## config.mk

```make
export PLATFORM = sky130hd
export DESIGN_NAME = cnt24_channel
export DESIGN_NICKNAME = d
export VERILOG_FILES = /design/src/rtl/cnt24_pkg.sv /design/src/rtl/cnt24_qdec.sv /design/src/rtl/cnt24_core.sv /design/src/rtl/cnt24_channel.sv
export SDC_FILE = /design/constraint.sdc
export NUM_CORES = 1
export LEC_CHECK = 0
export ABC_AREA = 1
export BUFFER_PORTS_ARGS = -buffer_cell sky130_fd_sc_hd__buf_2
export CAP_MARGIN = 20
export CORE_ASPECT_RATIO = 1.25
export CORE_MARGIN = 2
export CORE_UTILIZATION = 45
export DETAILED_ROUTE_END_ITERATION = 8
export SLEW_MARGIN = 20
export SYNTH_ARGS = -nofsm -noshare
export SYNTH_HDL_FRONTEND = slang
export SYNTH_SLANG_ARGS = --single-unit
```

## constraint.sdc

```tcl
create_clock -name clk -period 3.15 [get_ports clk]
set_input_delay 0.63 -clock clk [delete_from_list [all_inputs] [get_ports clk]]
set_output_delay 0.63 -clock clk [all_outputs]
set_load 0.02 [all_outputs]
```

## src/rtl/cnt24_pkg.sv

```systemverilog
package cnt24_pkg;

    localparam int CNT_W = 24;
    localparam int BUS_W = 16;

    localparam logic [1:0] ADDR_LO   = 2'd0;
    localparam logic [1:0] ADDR_HI   = 2'd1;
    localparam logic [1:0] ADDR_MODE = 2'd2;
    localparam logic [1:0] ADDR_CTRL = 2'd3;

    localparam int CTL_CLR_BIT  = 15;
    localparam int CTL_LOAD_BIT = 14;
    localparam int CTL_FLAG_BIT = 3;

    localparam logic [2:0] RL_TOGGLE  = 3'd1;
    localparam logic [2:0] RL_ONESHOT = 3'd2;
    localparam logic [2:0] RL_INDEX   = 3'd4;

    localparam logic [1:0] EN_OFF = 2'd0;
    localparam logic [1:0] EN_ON  = 2'd1;
    localparam logic [1:0] EN_HW  = 2'd2;

    typedef enum logic [1:0] {
        CS_X1   = 2'd0,
        CS_X2   = 2'd1,
        CS_X4   = 2'd2,
        CS_TICK = 2'd3
    } clk_src_e;

    typedef struct packed {
        logic       rsvd;
        logic       bank_sel;
        logic       hi_live;
        logic       dir_sw;
        logic       dir_down;
        clk_src_e   clk_src;
        logic [1:0] en_ctl;
        logic [1:0] hw_src;
        logic [2:0] reload;
        logic       out_inv;
        logic       out_tc;
    } mode_t;

    function automatic logic hw_gate(input logic [1:0] sel, input logic idx_lvl,
                                     input logic flag);
        case (sel)
            2'd0:    hw_gate = 1'b1;
            2'd1:    hw_gate = idx_lvl;
            2'd2:    hw_gate = flag;
            default: hw_gate = ~flag;
        endcase
    endfunction

endpackage

```

## src/rtl/cnt24_qdec.sv

```systemverilog
module cnt24_qdec
    import cnt24_pkg::*;
(
    input  logic     clk,
    input  logic     rst,
    input  logic     enc_a,
    input  logic     enc_b,
    input  logic     enc_idx,
    input  logic     tick_en,
    input  clk_src_e mult,
    output logic     ev,
    output logic     q_up,
    output logic     idx_lvl,
    output logic     idx_rise
);
    // stage vectors are {idx, b, a}
    logic [2:0] sync1, sync2, prev;
    logic a_chg, b_chg;

    always_ff @(posedge clk) begin
        if (rst) begin
            sync1 <= '0;
            sync2 <= '0;
            prev  <= '0;
        end else begin
            sync1 <= {enc_idx, enc_b, enc_a};
            sync2 <= sync1;
            prev  <= sync2;
        end
    end

    assign a_chg    = sync2[0] ^ prev[0];
    assign b_chg    = sync2[1] ^ prev[1];
    assign idx_lvl  = sync2[2];
    assign idx_rise = sync2[2] & ~prev[2];
    assign q_up     = a_chg ? (sync2[0] != sync2[1]) : (sync2[0] == sync2[1]);

    always_comb begin
        case (mult)
            CS_X1:   ev = a_chg & ~b_chg & sync2[0];
            CS_X2:   ev = a_chg & ~b_chg;
            CS_X4:   ev = a_chg ^ b_chg;
            default: ev = tick_en;
        endcase
    end

    // a cycle with both phases changing must not produce a step
    p_dual_edge_ignored_r5: assert property (@(posedge clk) disable iff (rst)
        (a_chg && b_chg && mult != CS_TICK) |-> !ev);

endmodule

```

## src/rtl/cnt24_core.sv

```systemverilog
module cnt24_core
    import cnt24_pkg::*;
#(
    parameter int CW = CNT_W
) (
    input  logic          clk,
    input  logic          rst,
    input  logic [2:0]    reload,
    input  logic [1:0]    en_ctl,
    input  logic [1:0]    hw_src,
    input  logic          use_sw_dir,
    input  logic          dir_down,
    input  logic [CW-1:0] pr0,
    input  logic [CW-1:0] pr1,
    input  logic          cmd_clr,
    input  logic          cmd_load,
    input  logic          cmd_flag_clr,
    input  logic          ev,
    input  logic          q_up,
    input  logic          idx_lvl,
    input  logic          idx_rise,
    output logic [CW-1:0] count,
    output logic          flag,
    output logic          tc_pulse
);
    localparam logic [CW-1:0] MAXV = {CW{1'b1}};

    logic en, step, down, tc, idx_load, cmd_any;

    always_comb begin
        case (en_ctl)
            EN_ON:   en = 1'b1;
            EN_HW:   en = hw_gate(hw_src, idx_lvl, flag);
            default: en = 1'b0;
        endcase
    end

    assign down     = use_sw_dir ? dir_down : ~q_up;
    assign step     = ev & en;
    assign tc       = step & (down ? (count == '0) : (count == MAXV));
    assign idx_load = (reload == RL_INDEX) & idx_rise;
    assign cmd_any  = cmd_clr | cmd_load | idx_load;

    always_ff @(posedge clk) begin
        if (rst) begin
            count    <= '0;
            flag     <= 1'b0;
            tc_pulse <= 1'b0;
        end else begin
            tc_pulse <= 1'b0;
            if (cmd_clr) begin
                count <= '0;
            end else if (cmd_load || idx_load) begin
                count <= pr0;
            end else if (step) begin
                if (tc) begin
                    tc_pulse <= 1'b1;
                    case (reload)
                        RL_TOGGLE:  count <= flag ? pr0 : pr1;
                        RL_ONESHOT: count <= pr0;
                        default:    count <= down ? MAXV : '0;
                    endcase
                end else begin
                    count <= down ? count - 1'b1 : count + 1'b1;
                end
            end

            if (cmd_flag_clr) begin
                flag <= 1'b0;
            end else if (tc && !cmd_any) begin
                flag <= (reload == RL_TOGGLE) ? ~flag : 1'b1;
            end
        end
    end

    p_ctl_clear_r8: assert property (@(posedge clk) disable iff (rst)
        cmd_clr |=> (count == '0));

    p_ctl_load_r8: assert property (@(posedge clk) disable iff (rst)
        (cmd_load && !cmd_clr) |=> (count == $past(pr0)));

    p_flag_clear_r8: assert property (@(posedge clk) disable iff (rst)
        cmd_flag_clr |=> !flag);

    p_hold_when_idle_r7: assert property (@(posedge clk) disable iff (rst)
        (!step && !cmd_any) |=> $stable(count));

    p_tc_sets_flag_r10: assert property (@(posedge clk) disable iff (rst)
        (tc && !cmd_any && !cmd_flag_clr && reload != RL_TOGGLE) |=> flag);

endmodule

```

## src/rtl/cnt24_channel.sv

```systemverilog
module cnt24_channel
    import cnt24_pkg::*;
#(
    parameter int CW = CNT_W
) (
    input  logic             clk,
    input  logic             rst,
    input  logic             bus_wr,
    input  logic             bus_rd,
    input  logic [1:0]       bus_addr,
    input  logic [BUS_W-1:0] bus_wdata,
    output logic [BUS_W-1:0] bus_rdata,
    input  logic             enc_a,
    input  logic             enc_b,
    input  logic             enc_idx,
    input  logic             tick_en,
    output logic             cnt_out
);
    localparam int HI_W = CW - BUS_W;

    mode_t            mode_q;
    logic [CW-1:0]    pr [2];
    logic [HI_W-1:0]  latch_hi;
    logic [CW-1:0]    count;
    logic             flag, tc_pulse;
    logic             ev, q_up, idx_lvl, idx_rise;
    logic             wr_lo, wr_hi, wr_mode, wr_ctrl;
    logic [HI_W-1:0]  hi_view;

    assign wr_lo   = bus_wr && bus_addr == ADDR_LO;
    assign wr_hi   = bus_wr && bus_addr == ADDR_HI;
    assign wr_mode = bus_wr && bus_addr == ADDR_MODE;
    assign wr_ctrl = bus_wr && bus_addr == ADDR_CTRL;

    always_ff @(posedge clk) begin
        if (rst) begin
            mode_q <= '0;
        end else if (wr_mode) begin
            mode_q <= mode_t'(bus_wdata);
        end
    end

    for (genvar g = 0; g < 2; g++) begin : g_bank
        always_ff @(posedge clk) begin
            if (rst) begin
                pr[g] <= '0;
            end else if (mode_q.bank_sel == g[0]) begin
                if (wr_lo) pr[g][BUS_W-1:0] <= bus_wdata;
                if (wr_hi) pr[g][CW-1:BUS_W] <= bus_wdata[HI_W-1:0];
            end
        end
    end

    always_ff @(posedge clk) begin
        if (rst) begin
            latch_hi <= '0;
        end else if (bus_rd && bus_addr == ADDR_LO) begin
            latch_hi <= count[CW-1:BUS_W];
        end
    end

    cnt24_qdec u_qdec (
        .clk      (clk),
        .rst      (rst),
        .enc_a    (enc_a),
        .enc_b    (enc_b),
        .enc_idx  (enc_idx),
        .tick_en  (tick_en),
        .mult     (mode_q.clk_src),
        .ev       (ev),
        .q_up     (q_up),
        .idx_lvl  (idx_lvl),
        .idx_rise (idx_rise)
    );

    cnt24_core #(.CW(CW)) u_core (
        .clk          (clk),
        .rst          (rst),
        .reload       (mode_q.reload),
        .en_ctl       (mode_q.en_ctl),
        .hw_src       (mode_q.hw_src),
        .use_sw_dir   (mode_q.dir_sw || mode_q.clk_src == CS_TICK),
        .dir_down     (mode_q.dir_down),
        .pr0          (pr[0]),
        .pr1          (pr[1]),
        .cmd_clr      (wr_ctrl && bus_wdata[CTL_CLR_BIT]),
        .cmd_load     (wr_ctrl && bus_wdata[CTL_LOAD_BIT]),
        .cmd_flag_clr (wr_ctrl && bus_wdata[CTL_FLAG_BIT]),
        .ev           (ev),
        .q_up         (q_up),
        .idx_lvl      (idx_lvl),
        .idx_rise     (idx_rise),
        .count        (count),
        .flag         (flag),
        .tc_pulse     (tc_pulse)
    );

    assign hi_view = mode_q.hi_live ? count[CW-1:BUS_W] : latch_hi;

    always_comb begin
        case (bus_addr)
            ADDR_LO:   bus_rdata = count[BUS_W-1:0];
            ADDR_HI:   bus_rdata = {{(BUS_W-HI_W){1'b0}}, hi_view};
            ADDR_MODE: bus_rdata = mode_q;
            default:   bus_rdata = '0;
        endcase
    end

    assign cnt_out = (mode_q.out_tc ? tc_pulse : flag) ^ mode_q.out_inv;

    p_hi_upper_zero_r3: assert property (@(posedge clk) disable iff (rst)
        (bus_addr == ADDR_HI) |-> (bus_rdata[BUS_W-1:HI_W] == '0));

    p_reset_out_low_r1: assert property (@(posedge clk)
        rst |=> !cnt_out);

endmodule

```

# ---- Yosys cells after proc, flatten, opt, wreduce, memory -nomap -nowiden
# Memories as Yosys holds them, arrays and structs flattened.
# Index checks and enable logic that the tools add are counted.
dict set report totals {
  mem_count 1
  latch_bits 0
  romBits 0
  word_cells 116
  register_bits 59
  ramBits 48
  output_inout_bits 17
  input_bits 26
}
# name depth width rd rd_ports_with_merged_regs wr line_no
set memory_table {}
lappend memory_table {pr 2 24 2 0 2 cnt24_channel.sv:22} ;# logic [CW-1:0] pr [2];
dict set report op_classes {
  bitwise_logic 21
  add_sub_neg 2
  shift 0
  n_div 0
  n_lt_le_gt_ge 0
  n_reduce_logical 20
  muxes 38
  n_eq_ne 16
  n_mul 0
}
# operator count
set ops {}
lappend ops {{24-bit 2-to-1 mux} 6}
lappend ops {{16-bit case mux with 3 select lines} 1}
lappend ops {{24-bit case mux with 2 select lines} 1}
lappend ops {{16-bit 2-to-1 mux} 2}
lappend ops {{24-bit by 1-bit adder with 24-bit output, second input constant} 1}
lappend ops {{24-bit == test, second input constant} 1}
lappend ops {{24-bit logical NOT} 1}
lappend ops {{8-bit 2-to-1 mux} 3}
lappend ops {{24-bit by 1-bit subtractor with 24-bit output, second input constant} 1}
lappend ops {{1-bit 2-to-1 mux} 22}
lappend ops {{2-bit == test, second input constant} 6}
lappend ops {{1-bit logical AND} 9}
lappend ops {{2-bit by 1-bit == test with 1-bit output, second input constant} 4}
lappend ops {{1-bit AND} 6}
lappend ops {{2-bit logical NOT} 3}
lappend ops {{1-bit OR} 6}
lappend ops {{1-bit case mux with 3 select lines} 2}
lappend ops {{1-bit NOT} 5}
lappend ops {{2-bit OR reduction} 2}
lappend ops {{4-bit OR reduction} 1}
lappend ops {{1-bit bitwise XOR} 4}
lappend ops {{3-bit by 1-bit == test with 1-bit output, second input constant} 1}
lappend ops {{3-bit by 2-bit == test with 1-bit output, second input constant} 1}
lappend ops {{3-bit == test, second input constant} 1}
lappend ops {{6 further kinds} 7}

# ---- Longest topological paths before layout
# Gate-level depths: netlist (run 1).
dict set report depth {
  ltp_word 10
  mapped_depth 19
  mapped_depth_nobuf 19
}

# ---- Cells and area by module
# A second synthesis (run 1) with hierarchy kept.
dict set report unflattened {
  cells_unflattened 1114
  area_unflattened_um2 7223.2
}
# mod area_each_um2 n_inst seq_area_each_um2 cells_each
set modules_own_cells {}
lappend modules_own_cells {cnt24_core 3674.8 1 520.5 682}
lappend modules_own_cells {cnt24_channel 3158.0 1 1921.8 374}
lappend modules_own_cells {cnt24_qdec 390.4 1 180.2 58}

# ---- Least setup slack after synthesis (run 1)
# No wires, ideal clock.
dict set report synth_timing {
  kind {input to register}
  startpoint {in bus_addr[1]}
  endpoint {mem pr[0][0] (netlist name) (enable)}
  cell_stages 4
  slack_ns 0.188
  path_buffers 1
  t_arrival_ns 2.548
  required_ns 2.736
  setup_ns 0.414
  path_cell_list {nor2_1 -> inv_1 -> clkbuf_1 -> o31ai_1}
}
# element line_no
set synth_lines {}
lappend synth_lines {{start, declared} cnt24_channel.sv:10} ;# input logic [1:0] bus_addr,
lappend synth_lines {{end, declared} cnt24_channel.sv:22}

# ---- Worst setup path in the final report (run 1)
dict set report layout_timing {
  startpoint {reg mode_q[9] (netlist name)}
  endpoint {reg u_core.count[11]}
}
dict set report layout_via {
  elab_chain_cells 8
  elab_cells_between_ends 17
  classes_between {eq/ne (3); mux (9); bitwise (2); reduce/logical (3)}
}
# element line_no
set layout_rtl {}
lappend layout_rtl {{start, declared} cnt24_channel.sv:21} ;# mode_t mode_q;
lappend layout_rtl {{start signal, assigned} cnt24_channel.sv:39} ;# mode_q <= mode_t'(bus_wdata);
lappend layout_rtl {{2-bit == test} cnt24_channel.sv:82} ;# .use_sw_dir (mode_q.dir_sw || mode_q.clk_src == CS_TICK),
lappend layout_rtl {{1-bit logical OR} cnt24_channel.sv:82}
lappend layout_rtl {{1-bit 2-to-1 mux} cnt24_core.sv:38} ;# assign down = use_sw_dir ? dir_down : ~q_up;
lappend layout_rtl {{24-bit 2-to-1 mux or 1-bit 2-to-1 mux (tied branches)} {cnt24_core.sv:61, cnt24_core.sv:40}}
lappend layout_rtl {{24-bit case mux with 2 select lines or 1-bit AND (tied branches)} {cnt24_core.sv:58, cnt24_core.sv:40}}
lappend layout_rtl {{24-bit 2-to-1 mux} cnt24_core.sv:56} ;# if (tc) begin
lappend layout_rtl {{24-bit 2-to-1 mux} cnt24_core.sv:55} ;# end else if (step) begin
lappend layout_rtl {{24-bit 2-to-1 mux} cnt24_core.sv:53} ;# end else if (cmd_load || idx_load) begin
lappend layout_rtl {{end signal, assigned} cnt24_core.sv:54} ;# count <= pr0;
lappend layout_rtl {{end signal, assigned} cnt24_core.sv:59} ;# RL_TOGGLE: count <= flag ? pr0 : pr1;
lappend layout_rtl {{end signal, assigned} cnt24_core.sv:60} ;# RL_ONESHOT: count <= pr0;
lappend layout_rtl {{end, declared} cnt24_core.sv:22} ;# output logic [CW-1:0] count,
# Parallel ways exist; a longest one is shown, timed or not. The select of a mux whose other input is x is not followed.
# A chain may end at the register's enable or synchronous reset.

==> results of run 1 <==
==> sequential cells by signal (all words and copies together) (netlist names) <==
name / flops
u_qdec.prev: 3
pr: 48
latch_hi: 8
u_qdec.sync2: 3
u_core.tc_pulse: 1
u_core.flag: 1
u_core.count: 24
u_qdec.sync1: 3
mode_q: 16
==> metal layers <==
metal	global-route usage, %	wire length, um
met4	9.11	573
met2	43.5	9930
met1	37.3	9530
met5	0	0
met3	3.67	1020
==> Yosys cell counts, drive strengths merged, types with 7 or more instances <==
cell	number	area [um^2]
a21oi	87	458
buf	14	103
clkbuf	20	75.1
dfxtp	59	1180
edfxtp	48	1440
ha	28	350
inv	121	462
nand2	196	776
nand3	83	415
nand4	15	100
nor2	148	579
o211ai	7	52.6
o21ai	61	305
o221ai	16	140
o22ai	9	56.3
xor2	9	78.8
==> cell families after synthesis <==
group | count (synthesis)
AOI/OAI and AO/OA | 194
xor gates and xnor gates | 12
DFF | 107
and+or+nand+nor | 452
adders and majority gates | 29
buffers and inverters | 155
==> area by class of cell <==
cell class | count | area (um^2)
well taps | 182 | 228
inverters | 121 | 462
multi-input cells | 687 | 3550
clock inverters | 7 | 63.8
clock buffers | 9 | 225
repair buffers | 57 | 323
flip-flops and latches | 107 | 2620
fillers | 1541 | 7420
==> per-stage QoR <==
stage | instances | hold WS, ns
CTS | 1170 | 0.405
global route | 1170 | 0.418
detailed placement | 1154 | 0.394
global placement | 1154 | 0.392
floorplan | 949 | 0.388
finish | 1170 | 0.405
==> worst max-delay path: stages (launching register included) <==
cell     delay, ns
dfxtp_1       0.37
nand2_1       0.08
nand2_2       0.09
inv_1         0.04
nand2_1       0.11
nand2_4       0.22
ha_1          0.43
or2_2         0.31
nand3_1       0.09
nand2_1       0.14
nand2_1       0.10
nand3_1       0.13
xnor2_1       0.19
nand2_1       0.10
a21oi_1       0.14
nor2_1        0.05
==> power breakdown <==
part	switching, uW	total, uW	internal [uW]	leakage, uW
combinational	309	456	147	0.00236
clock	563	1110	551	0.000141
sequential	50.1	1560	1510	0.000979
==> worst paths after layout <==
path                              startpoint                            end  slack (ns)  depth (start not counted)
setup / recovery      mode_q[9]$_SDFFE_PP0P_  u_core.count[11]$_SDFFE_PP0P_        0.43                         15
hold / removal    u_qdec.sync1[2]$_SDFF_PP0_     u_qdec.sync2[2]$_SDFF_PP0_        0.41                          2
setup reg to reg      mode_q[9]$_SDFFE_PP0P_  u_core.count[11]$_SDFFE_PP0P_        0.43                         15
hold reg to reg   u_qdec.sync1[2]$_SDFF_PP0_     u_qdec.sync2[2]$_SDFF_PP0_        0.41                          2
==> what timing repair did <==
item	in CTS	in global routing
buffers inserted	0	0
endpoints found under the setup margin	0	5
resized for setup	0	1
endpoints found under the hold margin	0	0
==> results.yml, run 1 <==
synth:
  yosys_warnings: 0
  syn_inst: 949
  synthMuxAreaShare_pct: 0
  synth_compound_area_share_pct: 16.5
  ys_seq_area_share_pct: 38.6
  synth_cell_types: 43
  synth_top_flop_cell: "dfxtp_1"
  synth-simple-area-share_pct: 28.5
  synth_area_per_cell_um2: 7.16
  async_flop_share_pct: 0
  syn_nets: 1004
  ys_ff_latch: 107
  synth_area_um2: 6800
  synth_top_family_by_area: "simple AND/OR/NAND/NOR gates"
  yosys.area_share.adder_pct: 5.45
  synth_edf_count: 48
  synth_xor_area_share_pct: 1.55
routing:
  viasPerCell: 5.40
  dr.first_iter.drc_count: 421
  wl_um: 21100
  drc: 0
  avgRoutedWirePerCell_um: 18.0
  drtPass1Iterations: 5
  postRouteAntennaNets: 0
  num_vias: 6313
placed_design:
  pre_cts_ws_ns: 0.272
  dp_hpwl_um: 16600
  place.gp.congestion: 0.942
  portBuffers: 42
  postPlaceCellArea_um2: 7180
clock_tree:
  cts_tree: "done"
  clk_root_buffer_cell: "clkbuf_16"
  numCtsBuffers: 9
  clkTransAtPathRegs_ns: 0.08
  cts_max_level: 3
  clk_latency_ns: 0.36
  cts_buffer_depth: 2
  hold_buffers: 0
  cts.sinks: 107
layout:
  final_cell_mix: "nand2_1, nor2_1, inv_1"
  final_cell_area_um2: 7470
  final_util_pct: 50.2
  diodes: 0
  drive_gt1_share_pct: 10.4
  nets: 1038
  final_common_cell: "nand2_1"
  area_growth_pct: 9.96
pwr:
  design_power_total_uw: 3130
  cellPowerDensity_nw_per_um2: 418
  cellLeakagePower_uw: 0.00348
  peakVddDrop_mv: 0.242
global_routing:
  antenna_found_initial: 0
  grt_max_degree: 31
  overflow: 0
  grt_pass1_wl_um: 32900
  grt_pass1_vias: 5848
  grt_usage_pct: 27.0
sta:
  worst_slew_pin_slew_ns: 0.678
  drv_slew: 0
  rsz0062_at_grt: "false"
  finClkSkew_ns: 0.00754
  fmax_mhz: 368
  fin_crit_sh_pct: 86.2
  tns_ns: 0
  setup_viol: 0
  hold_violations: 0
  finalWorstSetupSlack_ns: 0.435
  timing.slew.headroom_pct: 54.7
  post-route-min-period_ns: 2.72
floorplanning:
  core.rowCount: 50
  initial_core_util_pct: 45.6
  die_area_um2: 16100
  io-pin-count: 43
  die_h_um: 141
  core_area_um2: 14900
  die_x_um: 114
worst_setup_path:
  crit_fanout: 27
  cp-start-kind: "flip-flop"
  critPathRequiredTime_ns: 3.38
  crit_type: "reg2reg"
  arrival_ns: 2.95
  endpoint_kind: "flip-flop"
hold_path:
  hold_class: "reg2reg"
run_status:
  status: "finished clean"
job:
  maxCapViolations: 0
No activity file was read; power rests on OpenSTA's default activity.
==> run 2: changes to the inputs <==
SETUP_SLACK_MARGIN = 0.5   (was unset)
==> run 2 against run 1 <==
Wire length grew 2.4%. Clock power about the same. Sequential power is essentially flat. First-iteration DRC count increased by 11%. Sequential cell count stayed put. Highest routed layer unchanged.
==> results.yml, run 2 (same netlist as run 1, synthesis figures left out) <==
run_status:
  status: "finished clean"
layout:
  largest-register: "pr"
  fillers: 1533
  reg_top3: "pr x48, u_core.count x24, mode_q x16"
  final_common_cell: "nand2_1"
  area_growth_pct: 11.9
  final_util_pct: 51.1
  final_cell_mix: "nand2_1, nor2_1, inv_1"
  largest_register_ffs: 48
  diodes: 0
  nets: 1041
  drive_gt1_share_pct: 13.0
sta:
  finClkSkew_ns: 0.00900
  tns_ns: 0
  post-route-min-period_ns: 2.54
  fin_crit_sh_pct: 80.6
  fmax_mhz: 394
  drv_slew: 0
  worst_slew_pin_slew_ns: 0.671
  setup_viol: 0
  hold_violations: 0
  timing.slew.headroom_pct: 55.1
  rsz0062_at_grt: "true"
worst_setup_path:
  cp-start-kind: "flip-flop"
  critPathRequiredTime_ns: 3.44
  crit_fanout: 13
  arrival_ns: 2.83
  crit_start: "mode_q[10]$_SDFFE_PP0P_"
  endpoint_kind: "flip-flop"
  crit_type: "reg2reg"
  r2r_start: "mode_q[10]$_SDFFE_PP0P_"
global_routing:
  grt_max_degree: 31
  grt_pass1_wl_um: 32900
  antenna_found_initial: 0
  grt_usage_pct: 27.0
  use_met1_pct: 37.3
  overflow: 0
  use_met3_pct: 3.67
  grt_busiest_layer: "met2"
  grt_pass1_vias: 5846
  met2_usage_pct: 43.5
clock_tree:
  cts_buffer_depth: 2
  cts_tree: "done"
  numCtsBuffers: 9
  cts.sinks: 107
  clkTransAtPathRegs_ns: 0.08
  clk_root_buffer_cell: "clkbuf_16"
  cts_max_level: 3
  clk_latency_ns: 0.36
  hold_buffers: 0
floorplanning:
  initial_core_util_pct: 45.6
  die_x_um: 114
  io-pin-count: 43
  die_area_um2: 16100
  die_h_um: 141
  core_area_um2: 14900
  core.rowCount: 50
hold_path:
  hold_class: "reg2reg"
  holdCritStartpoint: "u_qdec.sync1[2]$_SDFF_PP0_"
routing:
  postRouteAntennaNets: 0
  dr.first_iter.drc_count: 466
  viasPerCell: 5.45
  wl_um: 21600
  drtPass1Iterations: 5
  avgRoutedWirePerCell_um: 18.4
  drc: 0
  num_vias: 6397
job:
  maxCapViolations: 0
placed_design:
  portBuffers: 42
  place.gp.congestion: 0.942
  dp_hpwl_um: 16600
pwr:
  cellLeakagePower_uw: 0.00352
  cellPowerDensity_nw_per_um2: 413
  peakVddDrop_mv: 0.245
## run 2: cell types whose count changed in the layout (fill, tap and decap cells not counted), moves of 2 or more
cell | before | now
nand2_4 | 4 | 7
ha_1 | 28 | 22
a21oi_2 | 3 | 7
ha_2 | 0 | 4
dfxtp_2 | 0 | 3
nand2_2 | 6 | 10
nand2_1 | 186 | 180
dfxtp_1 | 59 | 56
a21oi_1 | 83 | 79
ha_4 | 0 | 2
## run 2: stage by stage
| stage | cells | worst slack, ns | cell area, um^2 | hold WS, ns | power [uW] |
|---|---|---|---|---|---|
| final | 1173 | 0.611 | 7600 | 0.406 | 3140 |
| after global routing | 1173 | 0.455 | 7600 | 0.418 | 3280 |
| after CTS | 1170 | 0.492 | 7480 | 0.405 | 3130 |
| after detailed placement | 1154 | 0.272 | 7180 | 0.394 | 2040 |
| after global placement | 1154 | 0.334 | 7180 | 0.392 | 2040 |
| after floorplan | 949 | 0.188 | 6800 | 0.388 | 1880 |
## run 2: cell type report
cell class | instances | area [um^2] | area share (%)
well taps | 182 | 228 | 2.99
flip-flops and latches | 107 | 2630 | 34.5
repair buffers | 58 | 330 | 4.34
clock inverters | 7 | 63.8 | 0.839
clock buffers | 9 | 225 | 2.96
inverters | 121 | 462 | 6.07
multi-input cells | 689 | 3670 | 48.3
## run 2: timing repair
action | CTS | global route
pin swaps | 1 | 4
endpoints found under the setup margin | 18 | 19
setup buffers | 0 | 1
gates resized for setup | 4 | 24
gates cloned | 0 | 2
## run 2: per-layer routing
metal | vias up | part of all wire (%)
met1 | 2911 | 44
met2 | 200 | 47
met4 | 0 | 3.2
li1 | 3252 | -
met5 | - | 0
met3 | 34 | 5.2
## run 2: where the power goes
| group | internal [uW] | switching, uW |
|---|---|---|
| combinational | 154 | 318 |
| sequential | 1510 | 50.9 |
| clock | 551 | 561 |
## run 2: path summary, 6_finish.rpt
check	end	slack [ns]	depth (start not counted)
max	u_core.count[23]$_SDFFE_PP0P_	0.61	15
min	u_qdec.sync2[2]$_SDFF_PP0_	0.41	2
max reg2reg	u_core.count[23]$_SDFFE_PP0P_	0.61	15
min reg2reg	u_qdec.sync2[2]$_SDFF_PP0_	0.41	2
## run 2: critical path: stages (launching register included)
cell and delay, ns:
dfxtp_1 0.35, nand2_1 0.07, nand2_2 0.11, inv_1 0.09
nand2_4 0.15, nand2_4 0.17, ha_1 0.40, a21oi_1 0.23
nand2_1 0.10, a21oi_1 0.24, nand3_1 0.11, nand2_1 0.08
nand3_1 0.12, nand2_1 0.09, nand2_1 0.05, a21oi_1 0.10
==> run 3: changes to the inputs <==
clock period = 2.4 ns   (was 3.15 ns; I/O delays follow)
==> run 3 against run 2 <==
Via count grew 12%. Die area is the same. Non-clock buffer count grew 78. First-iteration DRC count grew 30%. Wire length grew 17%. Critical path type unchanged. Maximum frequency grew 8.0%. Largest power group unchanged. Sequential power grew 31%. Worst hold slack lost 0.091 ns. Total power grew 44%. Clock skew grew 0.0049 ns. Worst setup slack lost 0.56 ns. Critical endpoint is now u_core.count[18]$_SDFFE_PP0P_. Critical path depth grew 2.
==> results.yml, run 3 (same netlist as run 1, synthesis figures left out) <==
worst_setup_path:
  cp-start-kind: "flip-flop"
  critPathRequiredTime_ns: 2.69
  slowest_delay_ns: 0.40
  crit_fanout: 7
  crit_chain: "nand2_2 > nand2_4 > inv_4 > nand2_8 > nand2_8 > buf_6 > fa_2 > nand3_2 > nand2_4 > nand2_4 > nand2_4 > a21o_4 > nand2_2 > nand2_1 > nand2_1 > nand3_1 > a21oi_1"
  crit_type: "reg2reg"
  cp_slowest_cell: "fa_2"
  endpoint_kind: "flip-flop"
  arrival_ns: 2.64
  cp_common_cell: "nand2_4"
placed_design:
  portBuffers: 42
  postPlaceCellArea_um2: 7730
  pre_cts_ws_ns: -0.0768
  place_inst: 1179
  place.gp.congestion: 0.912
  dp_hpwl_um: 17500
clock_tree:
  clkTransAtPathRegs_ns: 0.08
  hold_buffers: 0
  cts_tree: "done"
  clk_latency_ns: 0.36
  clk_root_buffer_cell: "clkbuf_16"
  numCtsBuffers: 9
  cts_max_level: 3
  cts.sinks: 107
  cts_buffer_depth: 2
routing:
  wl_um: 25300
  wl_met2_um: 12000
  postRouteAntennaNets: 0
  drtPass1Iterations: 5
  wl_met1_um: 10200
  avgRoutedWirePerCell_um: 20.2
  num_vias: 7138
  drc: 0
  dr.max_layer_used: "met4"
  dr.first_iter.drc_count: 608
  viasPerCell: 5.69
  wl_met3_um: 1510
pwr:
  seqPwrFrac_pct: 45.3
  cellLeakagePower_uw: 0.00416
  peakVddDrop_mv: 0.326
  p_sw_share_pct: 30.1
  p_int_uw: 3170
  cellPowerDensity_nw_per_um2: 472
  switchingPower_uw: 1360
  pwr-share-clk_pct: 32.5
  comb_power_share_pct: 22.2
floorplanning:
  core.rowCount: 50
  die_h_um: 141
  io-pin-count: 43
  die_x_um: 114
  core_area_um2: 14900
  initial_core_util_pct: 45.6
  die_area_um2: 16100
sta:
  drv_slew: 0
  tns_ns: 0
  hold_violations: 0
  timing.slew.headroom_pct: 52.5
  worst_slew_pin_slew_ns: 0.710
  fin_crit_sh_pct: 98.0
  fmax_mhz: 425
  finalWorstSetupSlack_ns: 0.0491
  post-route-min-period_ns: 2.35
  rsz0062_at_grt: "true"
  setup_viol: 0
  finClkSkew_ns: 0.0139
hold_path:
  hold_class: "in2reg"
global_routing:
  overflow: 0
  grt_pass1_wl_um: 37800
  grt_usage_pct: 30.9
  antenna_found_initial: 0
  grt_max_degree: 29
  grt_pass1_vias: 6774
layout:
  final_cell_area_um2: 9590
  area_growth_pct: 41.1
  reg_top3: "pr x48, u_core.count x24, mode_q x16"
  diodes: 0
  largest_register_ffs: 48
  largest-register: "pr"
  layout.cells.non_filler: 1255
  final_cell_mix: "nand2_1, nor2_1, inv_1"
  final_common_cell: "nand2_1"
  drive_gt1_share_pct: 34.9
  fillers: 1296
  nets: 1123
run_status:
  status: "finished clean"
job:
  maxCapViolations: 0
-- run 3: cell types whose count changed in the layout (fill, tap and decap cells not counted), moves of 13 or more --
cell,change
buf_4,+61
nand2_1,-43
nand2_2,+25
ha_4,+21
nor2_1,-21
ha_1,-17
buf_6,+15
inv_1,-14
o21ai_0,-14
a21oi_1,-13
dfxtp_1,-13
-- run 3: metal layers --
layer / global-route usage [%] / up-vias
li1: - / 3417
met2: 51.0 / 306
met4: 17.0 / 0
met5: 0 / -
met1: 39.0 / 3338
met3: 3.93 / 77
-- run 3: power groups by stage --
stage	clock network [uW]	registers, uW	logic (uW)
finish	1470	2050	1010
CTS	1480	2050	878
global placement	0	2080	687
floorplan	0	2060	470
detailed placement	0	2090	690
global route	1570	2060	1080
-- run 3: area by class of cell --
type                       count  area [um^2]  share of cell area, %
clock buffer                   9          225                   2.35
clock inverter                 7         65.1                  0.678
tap                          182          228                   2.37
multi-input combinational    693         4760                   49.6
timing repair buffer         136         1190                   12.4
inverter                     121          483                   5.03
sequential                   107         2650                   27.6
-- run 3: stage by stage --
step                      hold slack, ns  util (%)  total power [uW]
after floorplan                    0.381         -              2530
after global placement             0.392      51.9              2770
after detailed placement           0.395      51.9              2780
after CTS                          0.311      60.3              4410
after global routing               0.323      64.4              4710
final                              0.315      64.4              4530
-- run 3: timing repair --
item | in CTS | in global routing
resized for setup | 141 | 105
pin swaps | 45 | 65
setup buffers | 26 | 24
setup endpoints to repair | 42 | 48
gates cloned | 9 | 1
-- run 3: worst paths after layout --
check | cells after the start | to | start | slack [ns]
max reg2reg | 17 | u_core.count[18]$_SDFFE_PP0P_ | mode_q[10]$_SDFFE_PP0P_ | 0.05
max | 17 | u_core.count[18]$_SDFFE_PP0P_ | mode_q[10]$_SDFFE_PP0P_ | 0.05
min | 3 | u_qdec.sync1[1]$_SDFF_PP0_ | enc_b | 0.32
min reg2reg | 2 | u_qdec.sync2[0]$_SDFF_PP0_ | u_qdec.sync1[0]$_SDFF_PP0_ | 0.40
-- run 3: worst max-delay path, delay by kind of cell, from the launching register on --
family	cells	cell delay (ns)
and+or+nand+nor	12	0.98
AOI/OAI and AO/OA	2	0.36
DFF	1	0.34
buffers and inverters	2	0.20
adders and majority gates	1	0.40
